===== config.mk =====
export PLATFORM = sky130hd
export DESIGN_NAME = muldiv_unit
export DESIGN_NICKNAME = d
export VERILOG_FILES = /design/src/rtl/muldiv_pkg.sv /design/src/rtl/muldiv_mul_core.sv /design/src/rtl/muldiv_div_core.sv /design/src/rtl/muldiv_unit.sv
export SDC_FILE = /design/constraint.sdc
export NUM_CORES = 1
export LEC_CHECK = 0
export ABC_CLOCK_PERIOD_IN_PS = 3200
export BUFFER_PORTS_ARGS = -buffer_cell sky130_fd_sc_hd__buf_2
export CAP_MARGIN = 20
export CORE_ASPECT_RATIO = 1.2
export CORE_MARGIN = 2
export CORE_UTILIZATION = 46
export CTS_CLUSTER_DIAMETER = 50
export DETAILED_ROUTE_END_ITERATION = 7
export MAX_ROUTING_LAYER = met4
export SLEW_MARGIN = 20
export SYNTH_ARGS = -nofsm -noshare
export SYNTH_HDL_FRONTEND = slang
export SYNTH_HIERARCHICAL = 1
export SYNTH_SLANG_ARGS = --single-unit

===== constraint.sdc =====
create_clock -name clk_i -period 3.2 [get_ports clk_i]
set_input_delay 0.64 -clock clk_i [delete_from_list [all_inputs] [get_ports clk_i]]
set_output_delay 0.64 -clock clk_i [all_outputs]
set_load 0.005 [all_outputs]

===== src/rtl/muldiv_pkg.sv =====
package muldiv_pkg;
  localparam int unsigned SEL_W = 3;

  localparam logic [SEL_W-1:0] W_FAC_A  = 3'd0;
  localparam logic [SEL_W-1:0] W_FAC_B  = 3'd1;
  localparam logic [SEL_W-1:0] W_DVD_LO = 3'd2;
  localparam logic [SEL_W-1:0] W_DVD_HI = 3'd3;
  localparam logic [SEL_W-1:0] W_DVSR   = 3'd4;

  localparam logic [SEL_W-1:0] R_QUO_LO = 3'd0;
  localparam logic [SEL_W-1:0] R_QUO_HI = 3'd1;
  localparam logic [SEL_W-1:0] R_RES_LO = 3'd2;
  localparam logic [SEL_W-1:0] R_RES_HI = 3'd3;
endpackage


===== src/rtl/muldiv_mul_core.sv =====
module muldiv_mul_core #(
  parameter int unsigned OP_W = 8
) (
  input  logic              clk_i,
  input  logic              rst_ni,
  input  logic              start_i,
  input  logic              abort_i,
  input  logic [OP_W-1:0]   fac_a_i,
  input  logic [OP_W-1:0]   fac_b_i,
  output logic              busy_o,
  output logic [2*OP_W-1:0] prod_o
);
  localparam int unsigned RES_W = 2 * OP_W;
  localparam int unsigned CNT_W = $clog2(OP_W + 1);

  logic [RES_W-1:0] acc_q, mcand_q;
  logic [OP_W-1:0]  mplier_q;
  logic [CNT_W-1:0] cnt_q;

  always_ff @(posedge clk_i or negedge rst_ni) begin
    if (!rst_ni) begin
      acc_q    <= '0;
      mcand_q  <= '0;
      mplier_q <= '0;
      cnt_q    <= '0;
    end else if (start_i) begin
      acc_q    <= '0;
      mcand_q  <= {{OP_W{1'b0}}, fac_a_i};
      mplier_q <= fac_b_i;
      cnt_q    <= CNT_W'(OP_W);
    end else if (abort_i) begin
      cnt_q    <= '0;
    end else if (cnt_q != '0) begin
      if (mplier_q[0]) acc_q <= acc_q + mcand_q;
      mcand_q  <= mcand_q << 1;
      mplier_q <= mplier_q >> 1;
      cnt_q    <= cnt_q - CNT_W'(1);
    end
  end

  assign busy_o = (cnt_q != '0);
  assign prod_o = acc_q;
endmodule


===== src/rtl/muldiv_div_core.sv =====
module muldiv_div_core #(
  parameter int unsigned OP_W = 8
) (
  input  logic              clk_i,
  input  logic              rst_ni,
  input  logic              start_i,
  input  logic              abort_i,
  input  logic [2*OP_W-1:0] dvd_i,
  input  logic [OP_W-1:0]   dvsr_i,
  output logic              busy_o,
  output logic [2*OP_W-1:0] quot_o,
  output logic [2*OP_W-1:0] rem_o
);
  localparam int unsigned QW    = 2 * OP_W;
  localparam int unsigned CNT_W = $clog2(QW + 1);

  logic [QW-1:0]    quot_q, dvd_cap_q;
  logic [OP_W-1:0]  prem_q, dvsr_q;
  logic             zero_q;
  logic [CNT_W-1:0] cnt_q;
  logic [OP_W:0]    trial, diff;
  logic             take;

  // restoring step: borrow out of diff means trial < divisor
  assign trial = {prem_q, quot_q[QW-1]};
  assign diff  = trial - {1'b0, dvsr_q};
  assign take  = ~diff[OP_W];

  always_ff @(posedge clk_i or negedge rst_ni) begin
    if (!rst_ni) begin
      quot_q    <= '0;
      dvd_cap_q <= '0;
      prem_q    <= '0;
      dvsr_q    <= '0;
      zero_q    <= 1'b0;
      cnt_q     <= '0;
    end else if (start_i) begin
      dvd_cap_q <= dvd_i;
      dvsr_q    <= dvsr_i;
      prem_q    <= '0;
      zero_q    <= (dvsr_i == '0);
      quot_q    <= (dvsr_i == '0) ? {QW{1'b1}} : dvd_i;
      cnt_q     <= CNT_W'(QW);
    end else if (abort_i) begin
      cnt_q     <= '0;
    end else if (cnt_q != '0) begin
      if (!zero_q) begin
        prem_q <= take ? diff[OP_W-1:0] : trial[OP_W-1:0];
        quot_q <= {quot_q[QW-2:0], take};
      end
      cnt_q <= cnt_q - CNT_W'(1);
    end
  end

  assign busy_o = (cnt_q != '0);
  assign quot_o = quot_q;
  assign rem_o  = zero_q ? dvd_cap_q : {{OP_W{1'b0}}, prem_q};
endmodule


===== src/rtl/muldiv_unit.sv =====
module muldiv_unit
  import muldiv_pkg::*;
#(
  parameter int unsigned OP_W = 8
) (
  input  logic             clk_i,
  input  logic             rst_ni,
  input  logic             wr_i,
  input  logic [SEL_W-1:0] sel_i,
  input  logic [OP_W-1:0]  wdata_i,
  output logic [OP_W-1:0]  rdata_o,
  output logic             busy_o
);
  localparam int unsigned RES_W = 2 * OP_W;

  logic [OP_W-1:0]  fac_a_q;
  logic [RES_W-1:0] dvd_q;
  logic             last_mul_q;
  logic             start_mul, start_div;
  logic             mul_busy, div_busy;
  logic [RES_W-1:0] prod_w, quot_w, rem_w, res_w;

  assign start_mul = wr_i && (sel_i == W_FAC_B);
  assign start_div = wr_i && (sel_i == W_DVSR);

  always_ff @(posedge clk_i or negedge rst_ni) begin
    if (!rst_ni) begin
      fac_a_q    <= '0;
      dvd_q      <= '0;
      last_mul_q <= 1'b0;
    end else begin
      if (wr_i && sel_i == W_FAC_A)  fac_a_q            <= wdata_i;
      if (wr_i && sel_i == W_DVD_LO) dvd_q[OP_W-1:0]    <= wdata_i;
      if (wr_i && sel_i == W_DVD_HI) dvd_q[RES_W-1:OP_W] <= wdata_i;
      if (start_mul)      last_mul_q <= 1'b1;
      else if (start_div) last_mul_q <= 1'b0;
    end
  end

  muldiv_mul_core #(.OP_W(OP_W)) mul_i (
    .clk_i   (clk_i),
    .rst_ni  (rst_ni),
    .start_i (start_mul),
    .abort_i (start_div),
    .fac_a_i (fac_a_q),
    .fac_b_i (wdata_i),
    .busy_o  (mul_busy),
    .prod_o  (prod_w)
  );

  muldiv_div_core #(.OP_W(OP_W)) div_i (
    .clk_i   (clk_i),
    .rst_ni  (rst_ni),
    .start_i (start_div),
    .abort_i (start_mul),
    .dvd_i   (dvd_q),
    .dvsr_i  (wdata_i),
    .busy_o  (div_busy),
    .quot_o  (quot_w),
    .rem_o   (rem_w)
  );

  assign res_w  = last_mul_q ? prod_w : rem_w;
  assign busy_o = mul_busy | div_busy;

  always_comb begin
    unique case (sel_i)
      R_QUO_LO: rdata_o = quot_w[OP_W-1:0];
      R_QUO_HI: rdata_o = quot_w[RES_W-1:OP_W];
      R_RES_LO: rdata_o = res_w[OP_W-1:0];
      R_RES_HI: rdata_o = res_w[RES_W-1:OP_W];
      default:  rdata_o = '0;
    endcase
  end
endmodule


# [Word-level counts from Yosys, hierarchy flattened]
# Index checks and enable logic that the tools add are counted.
[totals] reg_bits=123 latchBits=0 ram_bits=0 romBits=0 inputBits=14 output_inout_bits=9 elab_cells=76 n_memories=0
[op_classes] addsub=4 n_mul=0 n_div=0 magnitude_cmp=0 n_eq_ne=7 shifts=0 n_mux=31 bitwise=2 reduce_logical=18
[op_table] op="$mux 16" n=14
[op_table] op="$mux 8" n=8
[op_table] op="$pmux 8 s4" n=1
[op_table] op="$add 16x16->16" n=1
[op_table] op="$mux 5" n=3
[op_table] op="$mux 4" n=3
[op_table] op="$sub 9x8->9" n=1
[op_table] op="$logic_not 8->1" n=1
[op_table] op="$reduce_bool 2->1" n=4
[op_table] op="$eq 3x2->1 const B" n=2
[op_table] op="$reduce_and 3->1" n=2
[op_table] op="$reduce_bool 3->1" n=2
[op_table] op="$logic_and 1x1->1" n=5
[op_table] op="$reduce_bool 5->1" n=1
[op_table] op="$sub 5x1->5 const B" n=1
[op_table] op="$ne 2x1->1 const B" n=2
[op_table] op="$reduce_bool 4->1" n=1
[op_table] op="$sub 4x1->4 const B" n=1
[op_table] op="$eq 3x1->1 const B" n=1
[op_table] op="$eq 3x3->1 const B" n=1
[op_table] op="$logic_not 3->1" n=1
[op_table] op="$mux 1" n=2
[op_table] op="$ne 2x2->1 const B" n=1
[op_table] op="$reduce_and 2->1" n=1
[op_table] op="other kinds (2)" n=2

# [Logic depth before layout (Yosys ltp)]
# Gate-level depths: netlist of the first run.
[depth] word_depth=6 depth_mapped=11 mapped_depth_nobuf=10

# [Modules after synthesis]
# Netlist of the first run, hierarchy kept.
[by_module_without_submodules] module="muldiv_div_core" n_inst=1 cells_per_inst=266 area_per_inst_um2=2845.2 seq_area_each_um2=1351.3
[by_module_without_submodules] module="muldiv_mul_core" n_inst=1 cells_per_inst=260 area_per_inst_um2=2549.9 seq_area_each_um2=1101.1
[by_module_without_submodules] module="muldiv_unit" n_inst=1 cells_per_inst=108 area_per_inst_um2=1427.6 seq_area_each_um2=625.6

# [Least setup slack after synthesis of the first run]
# Ideal clock, no wire load.
[synth_path] path_type="in2reg" from="input port sel_i[0]" to="register div_i.quot_q[10] (netlist: div_i/quot_o[10])" setup_time_ns=0.138 arrival_time_ns=2.833 required_ns=3.062 path_slack_ns=0.229 cell_stages=7 n_path_buf=4 cell_sequence="buf_2 buf_4 nor3b_1 buf_2 clkbuf_1 mux2i_1 a31oi_1"
[synth_via] elab_chain_cells=4 elab_cells_between_ends=9
[synth_rtl] element="start: declaration" line="muldiv_unit.sv:9" text="input logic [SEL_W-1:0] sel_i,"
[synth_rtl] element="$eq 3x3->1 (*)" line="muldiv_unit.sv:24" text="assign start_div = wr_i && (sel_i == W_DVSR);"
[synth_rtl] element="$logic_and 1x1->1 (*)" line="muldiv_unit.sv:24"
[synth_rtl] element="named net start_div" line="muldiv_unit.sv:19" text="logic start_mul, start_div;"
[synth_rtl] element="$ne 2x1->1 (no source line) / $reduce_bool 2->1 (equally long branches)"
[synth_rtl] element="$reduce_and 3->1 (no source line)"
[synth_rtl] element="end signal: assignment" line="muldiv_div_core.sv:42" text="quot_q <= (dvsr_i == '0) ? {QW{1'b1}} : dvd_i;"
[synth_rtl] element="end signal: assignment" line="muldiv_div_core.sv:49" text="quot_q <= {quot_q[QW-2:0], take};"
[synth_rtl] element="end: declaration" line="muldiv_div_core.sv:17" text="logic [QW-1:0] quot_q, dvd_cap_q;"
# The timed path passes the listed nets; every way through them passes the cells marked *.
# A chain may end at the register's enable or synchronous reset.

# [Worst setup path in the final report of the first run]
[layout_path] from="register div_i.cnt_q[0]" to="output port busy_o"
[layout_via] elab_chain_cells=2
[layout_rtl] element="start: declaration" line="muldiv_div_core.sv:20" text="logic [CNT_W-1:0] cnt_q;"
[layout_rtl] element="start signal: assignment" line="muldiv_div_core.sv:43" text="cnt_q <= CNT_W'(QW);"
[layout_rtl] element="start signal: assignment" line="muldiv_div_core.sv:51" text="cnt_q <= cnt_q - CNT_W'(1);"
[layout_rtl] element="$reduce_bool 5->1" line="muldiv_div_core.sv:55" text="assign busy_o = (cnt_q != '0);"
[layout_rtl] element="named net div_busy" line="muldiv_unit.sv:20" text="logic mul_busy, div_busy;"
[layout_rtl] element="$or 1x1->1" line="muldiv_unit.sv:64" text="assign busy_o = mul_busy | div_busy;"
[layout_rtl] element="end: declaration" line="muldiv_unit.sv:12" text="output logic busy_o"
# The timed path passes the listed nets, and every way through them passes these cells.

==> results.py, run 1 <==
metrics = {
    "synth": {
        "ys_warn_count": 6,
        "synth_ff_type": "dfrtp_1",
        "syn_area_mm2": 0.00682,
        "ys_seq_area_frac": 0.451,
        "ys_ff_latch": 123,
        "async_flop_share": 1.00,
        "syn_inst": 634,
        "syn-num-nets": 675,
        "ys_types": 68,
        "synth_top_area_cell": "dfrtp_1",
        "synth_edf_count": 0,
        "synth_area_leaders": "dfrtp_1 (45%), mux2i_1 (8.9%), mux2_2 (6.4%)",
        "syn_area_per_cell_um2": 10.8,
        "synth_top_area_share": 0.451,
    },
    "final_layout": {
        "drive_gt1_frac": 0.201,
        "fill_cells": 1250,
        "final_cell_mix": "dfrtp_1 (123), mux2i_1 (61), o21ai_0 (54)",
        "syn2layout_area_growth_pct": 13.8,
        "diodes": 0,
        "final_nets": 696,
        "final_common_cell": "dfrtp_1",
        "finalNonFillerCells": 868,
    },
    "sta": {
        "final_hold_viol_count": 0,
        "finalSetupViolCount": 0,
        "max_slew.worst_pin.slew_ns": 0.873,
        "clock_skew_ns": 0.00514,
        "fmax_ghz": 0.340,
        "setup_slack_ns": 0.255,
        "slew_viol_final": 0,
        "finalCritPeriodShare": 0.920,
        "slew_headroom": 0.413,
        "min_period_ns": 2.95,
        "tns_ns": 0,
        "rsz0062_at_grt": "false",
    },
    "clocking": {
        "clock-sinks": 123,
        "clock_path_buffers": 2,
        "cts_setup_buffers": 0,
        "clk_pin_slew_worst_paths_ns": 0.06,
        "clk_latency_ns": 0.42,
        "cts_tree": "done",
        "cts_buffers": 17,
        "post_cts_resized": 0,
        "root_buffer": "clkbuf_16",
        "htreeDepth": 4,
        "holdBufCountCts": 0,
    },
    "floorplan": {
        "coreArea_mm2": 0.0145,
        "dieArea_mm2": 0.0158,
        "start_util": 0.471,
        "die_w_um": 115,
        "die_y_um": 137,
        "num_io_pins": 23,
        "rows": 48,
    },
    "place": {
        "io_buffers": 22,
        "pre_cts_ws_ns": 0.470,
        "dp_hpwl_um": 11800,
        "dp_cells": 836,
        "place_congestion": 0.815,
    },
    "critical_path": {
        "crit_path_top_delay_cell": "or3b_1",
        "cpPeakStageDelay_ns": 0.38,
        "worstPathCellList": "inv_1, ha_1, or3b_1, nor2_2, inv_1, or2_2, buf_2",
        "critical_path_class": "flop to output port",
        "path_max_fanout": 8,
        "cp-start-kind": "flop",
        "cpMostUsedCell": "inv_1",
        "crit_required_ns": 2.56,
        "crit_arrival_ns": 2.31,
        "end_kind": "output port",
    },
    "drt": {
        "detail-route-antenna-nets": 0,
        "vias": 4923,
        "drc": 0,
        "finalWirelength_um": 16500,
        "dr.pass1.iters": 5,
        "wl_per_cell_um": 19.0,
        "drt_iter0_drc": 384,
        "viasPerCell": 5.67,
    },
    "job": {
        "cap_violations": 0,
    },
    "global_route": {
        "antenna_found_initial": 0,
        "grt_max_degree": 86,
        "grt_pass1_wl_um": 26900,
        "overflow": 0,
        "grt_pass1_vias": 5082,
        "grtUsageTotal": 0.231,
    },
    "power": {
        "irDropWorstVdd_mv": 0.639,
        "leakage_nw": 3.45,
        "power_density_mw_per_mm2": 945,
        "power_mw": 7.34,
    },
    "outcome": {
        "status": "finished, final reports clean",
    },
    "min_path": {
        "hp-class": "input pin to async pin",
    },
}
## stage by stage
step	util	cell area (um2)	hold slack, ns
final	0.536	7760	0.188
after global routing	0.536	7760	0.233
after CTS	0.536	7760	0.214
after detailed placement	0.493	7140	0.474
after global placement	0.493	7140	0.462
after floorplan	-	6820	0.344
## final cells by class
type | count | area [um2] | share of cell area
Multi-Input combinational cell | 456 | 3510 | 0.452
Sequential cell | 123 | 3080 | 0.396
Clock buffer | 23 | 488 | 0.0629
Tap cell | 200 | 250 | 0.0322
Timing Repair Buffer | 31 | 205 | 0.0264
Clock inverter | 9 | 135 | 0.0174
Inverter | 26 | 97.6 | 0.0126
## cell usage after synthesis, types with 4 or more instances
| master | n |
|---|---|
| buf_2 | 7 |
| nor2_2 | 4 |
| ha_1 | 25 |
| o21ai_1 | 5 |
| mux2_4 | 8 |
| a21o_1 | 4 |
| buf_4 | 4 |
| clkbuf_1 | 14 |
| or2_2 | 4 |
| a22o_1 | 10 |
| nand2_1 | 53 |
| o22a_1 | 8 |
| xnor2_1 | 8 |
| mux2_2 | 39 |
| dfrtp_1 | 123 |
| and2_1 | 11 |
| a21oi_1 | 19 |
| mux2i_1 | 61 |
| nor2_1 | 24 |
| inv_1 | 26 |
| nor3_1 | 14 |
| a31oi_1 | 17 |
| xor2_1 | 12 |
| nand3_1 | 8 |
| o21ai_0 | 54 |
## flip-flops by register name, summed over array words and instances (netlist names), 16 cells and up
name	cells
div_i/quot_o	16
dvd_q	16
mul_i/mcand_q	16
div_i/dvd_cap_q	16
mul_i/prod_o	16
## layer usage
metal / track usage / routed length, um
met1: 0.284 / 7310
met2: 0.381 / 8270
met3: 0.0462 / 513
met4: 0.0817 / 391
met5: - / 0
## final timing paths
path                             startpoint          endpoint  slack (ns)  depth (start not counted)
setup reg to reg           div_i/quot_o[15]   div_i/prem_q[0]        0.46                         11
min in group clk_i               fac_a_q[1]  mul_i/mcand_q[1]        0.49                          2
hold reg to reg                  fac_a_q[1]  mul_i/mcand_q[1]        0.49                          2
hold / removal                       rst_ni  mul_i/prod_o[15]        0.19                          1
max in group asynchronous            rst_ni   mul_i/prod_o[1]        2.16                          2
setup / recovery             div_i/cnt_q[0]            busy_o        0.25                          7
## critical path: cells and delay by family, from the launching register on
kind          cells  cell delay (ns)
simple gates      3             0.98
flops             1             0.37
buf+inv           3             0.36
fa+ha+maj         1             0.18
## power breakdown
group	total [mW]	switching, mW	internal, mW
Sequential	2.59	0.490	2.10
Clock	2.01	0.702	1.31
Combinational	2.74	1.46	1.27
## logic make-up (layout without fill, tap and decap cells)
| family | after synthesis | after routing | synth area share |
|---|---|---|---|
| AO/OA/AOI/OAI | 153 | 153 | 0.151 |
| AND/OR/NAND/NOR | 148 | 148 | 0.113 |
| flip-flops | 123 | 123 | 0.451 |
| multiplexers | 108 | 108 | 0.171 |
| buffers and inverters | 55 | 89 | 0.0359 |
| adder cells (fa/ha/maj) | 27 | 27 | 0.0517 |
| XOR/XNOR | 20 | 20 | 0.0257 |
Note: power is estimated with default switching activity, not from simulation.
==> run 2, diff against run 1 <==
--- a/config.mk
+++ b/config.mk
@@ -5,7 +5,7 @@
 export SDC_FILE = /design/constraint.sdc
 export NUM_CORES = 1
 export LEC_CHECK = 0
-export ABC_CLOCK_PERIOD_IN_PS = 3200
+export ABC_CLOCK_PERIOD_IN_PS = 2900
 export BUFFER_PORTS_ARGS = -buffer_cell sky130_fd_sc_hd__buf_2
 export CAP_MARGIN = 20
 export CORE_ASPECT_RATIO = 1.2
@@ -14,7 +14,7 @@
 export CTS_CLUSTER_DIAMETER = 50
 export DETAILED_ROUTE_END_ITERATION = 7
 export MAX_ROUTING_LAYER = met4
-export SLEW_MARGIN = 20
+export RECOVER_POWER = 50
 export SYNTH_ARGS = -nofsm -noshare
 export SYNTH_HDL_FRONTEND = slang
 export SYNTH_HIERARCHICAL = 1
==> constraint.sdc (replaced) <==
create_clock -name clk_i -period 2.9 [get_ports clk_i]
set_input_delay 0.58 -clock clk_i [delete_from_list [all_inputs] [get_ports clk_i]]
set_output_delay 0.58 -clock clk_i [all_outputs]
set_load 0.005 [all_outputs]
==> run 2 against run 1 <==
The flow now finishes with violations (max-capacitance violations, max-slew violations). Final area shrank 0.27%. Utilization decreased by 0.15 points. Register-to-register slack got worse by 0.17 ns. Wire length is 4.1% lower. Total power is 6.7% higher. Clock skew is 0.0046 ns higher. Worst setup slack got worse by 0.056 ns. Flip-flop and latch count is the same. Clock power decreased by 3%. Count of clock-buffer cells in the layout is the same. Worst hold slack improved by 0.30 ns. Largest power group unchanged. Highest routed layer unchanged.
==> results.py, run 2 (synthesis gave the netlist of run 1 again) <==
metrics = {
    "final_layout": {
        "syn2layout_area_growth_pct": 13.5,
        "utilization": 0.535,
        "diodes": 0,
        "final_cell_mix": "dfrtp_1 (123), mux2i_1 (61), o21ai_0 (54)",
        "final_common_cell": "dfrtp_1",
        "fill_cells": 1307,
        "multi_input_area_mm2": 0.00351,
        "final_nets": 708,
        "drive_gt1_frac": 0.208,
        "ff_latch_area_mm2": 0.00308,
    },
    "critical_path": {
        "cp-start-kind": "flop",
        "r2r_cells": 11,
        "critical_path_class": "flop to output port",
        "end_kind": "output port",
        "crit_start": "div_i/zero_q",
        "crit_arrival_ns": 2.12,
        "rrSetupSlack_ns": 0.29,
        "crit_required_ns": 2.32,
        "r2r_start": "div_i/quot_o[15]",
        "reg2reg_to": "div_i/prem_q[5]",
        "path_max_fanout": 20,
        "endpoint": "rdata_o[0]",
    },
    "global_route": {
        "overflow": 0,
        "grt_pass1_vias": 4900,
        "grtUsageTotal": 0.220,
        "grt_max_degree": 124,
        "grt_pass1_wl_um": 25600,
        "antenna_found_initial": 0,
    },
    "drt": {
        "detail-route-antenna-nets": 0,
        "wl_met1_um": 7120,
        "wl_met2_um": 7920,
        "met3_length_um": 432,
        "drc": 0,
        "vias": 4838,
        "drt_iter0_drc": 325,
        "wl_per_cell_um": 18.0,
        "viasPerCell": 5.50,
        "finalWirelength_um": 15800,
        "dr.pass1.iters": 4,
        "routed.top_layer": "met4",
    },
    "min_path": {
        "hp-start": "fac_a_q[1]",
        "hp-class": "flop to flop",
    },
    "sta": {
        "min_period_ns": 2.70,
        "finalSetupViolCount": 0,
        "slew_viol_final": 124,
        "max_slew.worst_pin.slew_ns": 1.67,
        "slew_headroom": -0.113,
        "final_hold_viol_count": 0,
        "finalCritPeriodShare": 0.931,
        "tns_ns": 0,
        "clock_skew_ns": 0.00977,
        "fmax_ghz": 0.370,
        "rsz0062_at_grt": "false",
    },
    "clocking": {
        "post_cts_resized": 0,
        "clock-sinks": 123,
        "clk_latency_ns": 0.42,
        "cts_tree": "done",
        "root_buffer": "clkbuf_16",
        "clock_path_buffers": 2,
        "clk_pin_slew_worst_paths_ns": 0.05,
        "holdBufCountCts": 0,
        "cts_buffers": 17,
        "htreeDepth": 4,
    },
    "power": {
        "irDropWorstVdd_mv": 0.550,
        "power_density_mw_per_mm2": 1010,
        "leakage_nw": 3.47,
    },
    "outcome": {
        "violations": "max-capacitance violations, max-slew violations",
        "status": "finished, violations left",
    },
    "floorplan": {
        "coreArea_mm2": 0.0145,
        "rows": 48,
        "die_y_um": 137,
        "start_util": 0.471,
        "num_io_pins": 23,
        "dieArea_mm2": 0.0158,
        "die_w_um": 115,
    },
    "place": {
        "dp_hpwl_um": 11500,
        "place_congestion": 0.856,
        "io_buffers": 22,
    },
    "job": {
        "cap_violations": 1,
    },
}
==> run 2: cell count changes in the layout (fill, tap and decap cells not counted), sizes merged <==
cell	before	now
clkinvlp	3	2
bufinv	3	1
buf	31	40
clkinv	2	5
inv	27	26
clkbuf	23	26
==> run 2: report_power, final <==
group	internal [mW]	total, mW	switching (mW)
clock network	1.21	1.94	0.732
registers	2.32	2.84	0.526
logic	1.46	3.04	1.58
==> run 2: final cells by class <==
class                      count  area share
clock inverter                 8     0.00905
sequential                   123       0.398
inverter                      26      0.0126
tap                          200      0.0323
multi-input combinational    456       0.453
timing repair buffer          43      0.0347
clock buffer                  23      0.0604
==> run 2: how the worst min path moves through the flow <==
| stage | end | slack [ns] | cells past startpoint |
|---|---|---|---|
| 2_1_floorplan | div_i/cnt_q[0] | 0.28 | 0 |
| 3_3_place_gp | mul_i/mcand_q[0] | 0.46 | 2 |
| 3_5_place_dp | mul_i/mcand_q[1] | 0.48 | 2 |
| 4_1_cts | mul_i/mcand_q[11] | 0.29 | 2 |
| 5_1_grt | mul_i/mplier_q[7] | 0.49 | 3 |
| 6_report | mul_i/mcand_q[1] | 0.49 | 2 |
==> run 2: stage by stage <==
step | hold WS [ns] | worst slack, ns | power (mW) | cell area, um2 | std cells
2_1_floorplan | 0.284 | 0.305 | 5.09 | 6830 | 634
3_3_place_gp | 0.463 | 0.189 | 5.81 | 7220 | 848
3_5_place_dp | 0.477 | 0.166 | 5.93 | 7220 | 848
4_1_cts | 0.290 | 0.147 | 7.89 | 7760 | 879
5_1_grt | 0.491 | 0.0816 | 8.39 | 7740 | 879
6_report | 0.488 | 0.199 | 7.83 | 7740 | 879
==> run 2: worst max-delay path, stage by stage (launching register included) <==
cell and delay [ns]:
dfrtp_1 0.78, mux2_2 0.31, mux2i_1 0.07, o21ai_0 0.34, buf_2 0.19
==> run 2: layer usage <==
metal  up-vias  GRT usage
li1       2363          -
met1      2374      0.264
met2        76      0.364
met3        25     0.0462
met4         0     0.0870
met5         -          -
==> run 2: repair_timing <==
| item | CTS | global route |
|---|---|---|
| endpoints found under the setup margin | 0 | 4 |
| endpoints found under the hold margin | 0 | 0 |
| setup buffers | 0 | 0 |
==> run 3, diff against run 2 <==
--- a/config.mk
+++ b/config.mk
@@ -5,12 +5,12 @@
 export SDC_FILE = /design/constraint.sdc
 export NUM_CORES = 1
 export LEC_CHECK = 0
-export ABC_CLOCK_PERIOD_IN_PS = 2900
+export ABC_CLOCK_PERIOD_IN_PS = 3500
 export BUFFER_PORTS_ARGS = -buffer_cell sky130_fd_sc_hd__buf_2
 export CAP_MARGIN = 20
 export CORE_ASPECT_RATIO = 1.2
 export CORE_MARGIN = 2
-export CORE_UTILIZATION = 46
+export CORE_UTILIZATION = 45
 export CTS_CLUSTER_DIAMETER = 50
 export DETAILED_ROUTE_END_ITERATION = 7
 export MAX_ROUTING_LAYER = met4
==> constraint.sdc (replaced) <==
create_clock -name clk_i -period 3.5 [get_ports clk_i]
set_input_delay 0.7 -clock clk_i [delete_from_list [all_inputs] [get_ports clk_i]]
set_output_delay 0.7 -clock clk_i [all_outputs]
set_load 0.005 [all_outputs]
==> run 3 against run 2 <==
First-iteration DRC count shrank 18%. Critical path depth grew 3. Combinational power shrank 18%. Via count grew 0.27%. Worst setup slack gained 0.27 ns. Non-clock buffer count shrank 9. Critical path type unchanged. The run now ends clean.
==> results.py, run 3 (synthesis gave the netlist of run 1 again) <==
metrics = {
    "outcome": {
        "status": "finished, final reports clean",
    },
    "clocking": {
        "cts_setup_buffers": 0,
        "root_buffer": "clkbuf_16",
        "cts_buffers": 17,
        "clk_latency_ns": 0.42,
        "post_cts_resized": 0,
        "clock-sinks": 123,
        "cts_tree": "done",
        "htreeDepth": 4,
        "clk_pin_slew_worst_paths_ns": 0.06,
        "holdBufCountCts": 0,
        "clock_path_buffers": 2,
    },
    "power": {
        "switchingPower_mw": 2.42,
        "seq_power_share": 0.347,
        "clkPwrFrac": 0.287,
        "p_sw_frac": 0.357,
        "internal_power_mw": 4.37,
        "power_mw": 6.79,
        "leakage_nw": 3.47,
        "combPwrFrac": 0.366,
        "power_density_mw_per_mm2": 873,
        "irDropWorstVdd_mv": 0.639,
    },
    "sta": {
        "slew_headroom": 0.00972,
        "min_period_ns": 3.04,
        "fmax_ghz": 0.329,
        "clock_skew_ns": 0.00819,
        "finalCritPeriodShare": 0.867,
        "rsz0062_at_grt": "false",
        "final_hold_viol_count": 0,
        "finalSetupViolCount": 0,
        "max_slew.worst_pin.slew_ns": 1.49,
        "tns_ns": 0,
        "slew_viol_final": 0,
    },
    "place": {
        "dp_hpwl_um": 12200,
        "io_buffers": 22,
        "place_congestion": 0.895,
        "dp_cells": 843,
    },
    "final_layout": {
        "syn2layout_area_growth_pct": 14.0,
        "finalNonFillerCells": 875,
        "diodes": 0,
        "final_common_cell": "dfrtp_1",
        "drive_gt1_frac": 0.204,
        "fill_cells": 1326,
        "final_cell_mix": "dfrtp_1 (123), mux2i_1 (61), o21ai_0 (54)",
        "final_nets": 699,
    },
    "critical_path": {
        "crit_required_ns": 2.80,
        "r2r_cells": 11,
        "r2r_start": "div_i/quot_o[15]",
        "crit_arrival_ns": 2.34,
        "critical_path_class": "flop to output port",
        "cpPeakStageDelay_ns": 0.40,
        "reg2reg_to": "div_i/prem_q[0]",
        "crit_path_top_delay_cell": "or3b_1",
        "path_max_fanout": 8,
        "end_kind": "output port",
        "worstPathCellList": "inv_1, ha_1, or3b_1, nor2_2, inv_1, or2_2, buf_2",
        "rrSetupSlack_ns": 0.74,
        "cp-start-kind": "flop",
        "cpMostUsedCell": "inv_1",
    },
    "min_path": {
        "whs_path_depth": 2,
        "worstHoldEndpoint": "mul_i/mcand_q[0]",
        "hp-class": "flop to flop",
        "hp-start": "fac_a_q[0]",
    },
    "floorplan": {
        "rows": 49,
        "dieArea_mm2": 0.0162,
        "die_w_um": 116,
        "start_util": 0.458,
        "num_io_pins": 23,
        "die_y_um": 139,
        "coreArea_mm2": 0.0149,
    },
    "drt": {
        "detail-route-antenna-nets": 0,
        "viasPerCell": 5.54,
        "drt_iter0_drc": 267,
        "dr.pass1.iters": 4,
        "finalWirelength_um": 16600,
        "wl_per_cell_um": 18.9,
        "drc": 0,
        "vias": 4851,
    },
    "global_route": {
        "grt_pass1_vias": 4956,
        "grtUsageTotal": 0.228,
        "grt_max_degree": 57,
        "overflow": 0,
        "grt_pass1_wl_um": 27100,
        "antenna_found_initial": 0,
    },
    "job": {
        "cap_violations": 0,
    },
}
==> run 3: how the worst max path moves through the flow <==
| stage | from | endpoint | slack, ns | depth (start not counted) |
|---|---|---|---|---|
| floorplan | sel_i[0] | div_i/quot_o[10] | 0.47 | 7 |
| global placement | sel_i[0] | div_i/quot_o[0] | 0.52 | 7 |
| detailed placement | sel_i[0] | div_i/quot_o[0] | 0.45 | 7 |
| CTS | div_i/cnt_q[0] | busy_o | 0.44 | 7 |
| global route | div_i/cnt_q[0] | busy_o | 0.35 | 7 |
| finish | div_i/cnt_q[0] | busy_o | 0.46 | 7 |
==> run 3: final cells by class <==
| cell class | instances | area (um2) | area share |
|---|---|---|---|
| flip-flops and latches | 123 | 3080 | 0.396 |
| well taps | 204 | 255 | 0.0328 |
| clock buffers | 18 | 439 | 0.0564 |
| repair buffers | 34 | 194 | 0.0249 |
| clock inverters | 14 | 219 | 0.0281 |
| inverters | 26 | 97.6 | 0.0125 |
| multi-input cells | 456 | 3500 | 0.450 |
==> run 3: power by group through the flow <==
stage               Sequential, mW  Clock, mW  Combinational (mW)
floorplan                     2.19          0                2.02
finish                        2.36       1.95                2.48
global placement              2.36          0                2.42
CTS                           2.36       1.98                2.51
global route                  2.42       2.04                2.80
detailed placement            2.38          0                2.50
==> run 3: routing by layer <==
layer / wire length, um / track usage
met2: 8320 / 0.362
met5: 0 / -
met3: 414 / 0.0363
met4: 480 / 0.0896
met1: 7360 / 0.291
==> run 3: critical path, delay by kind of cell, from the launching register on <==
family,cells,cell delay [ns]
simple gates,3,1.07
buf+inv,3,0.29
flops,1,0.37
fa+ha+maj,1,0.19
==> run 3: per-stage QoR <==
step | hold WS (ns) | setup slack (ns) | utilization | area [um2]
2_1_floorplan | 0.404 | 0.469 | - | 6820
3_3_place_gp | 0.460 | 0.524 | 0.480 | 7160
3_5_place_dp | 0.472 | 0.454 | 0.480 | 7160
4_1_cts | 0.397 | 0.443 | 0.524 | 7810
5_1_grt | 0.504 | 0.345 | 0.522 | 7780
6_report | 0.486 | 0.465 | 0.522 | 7780
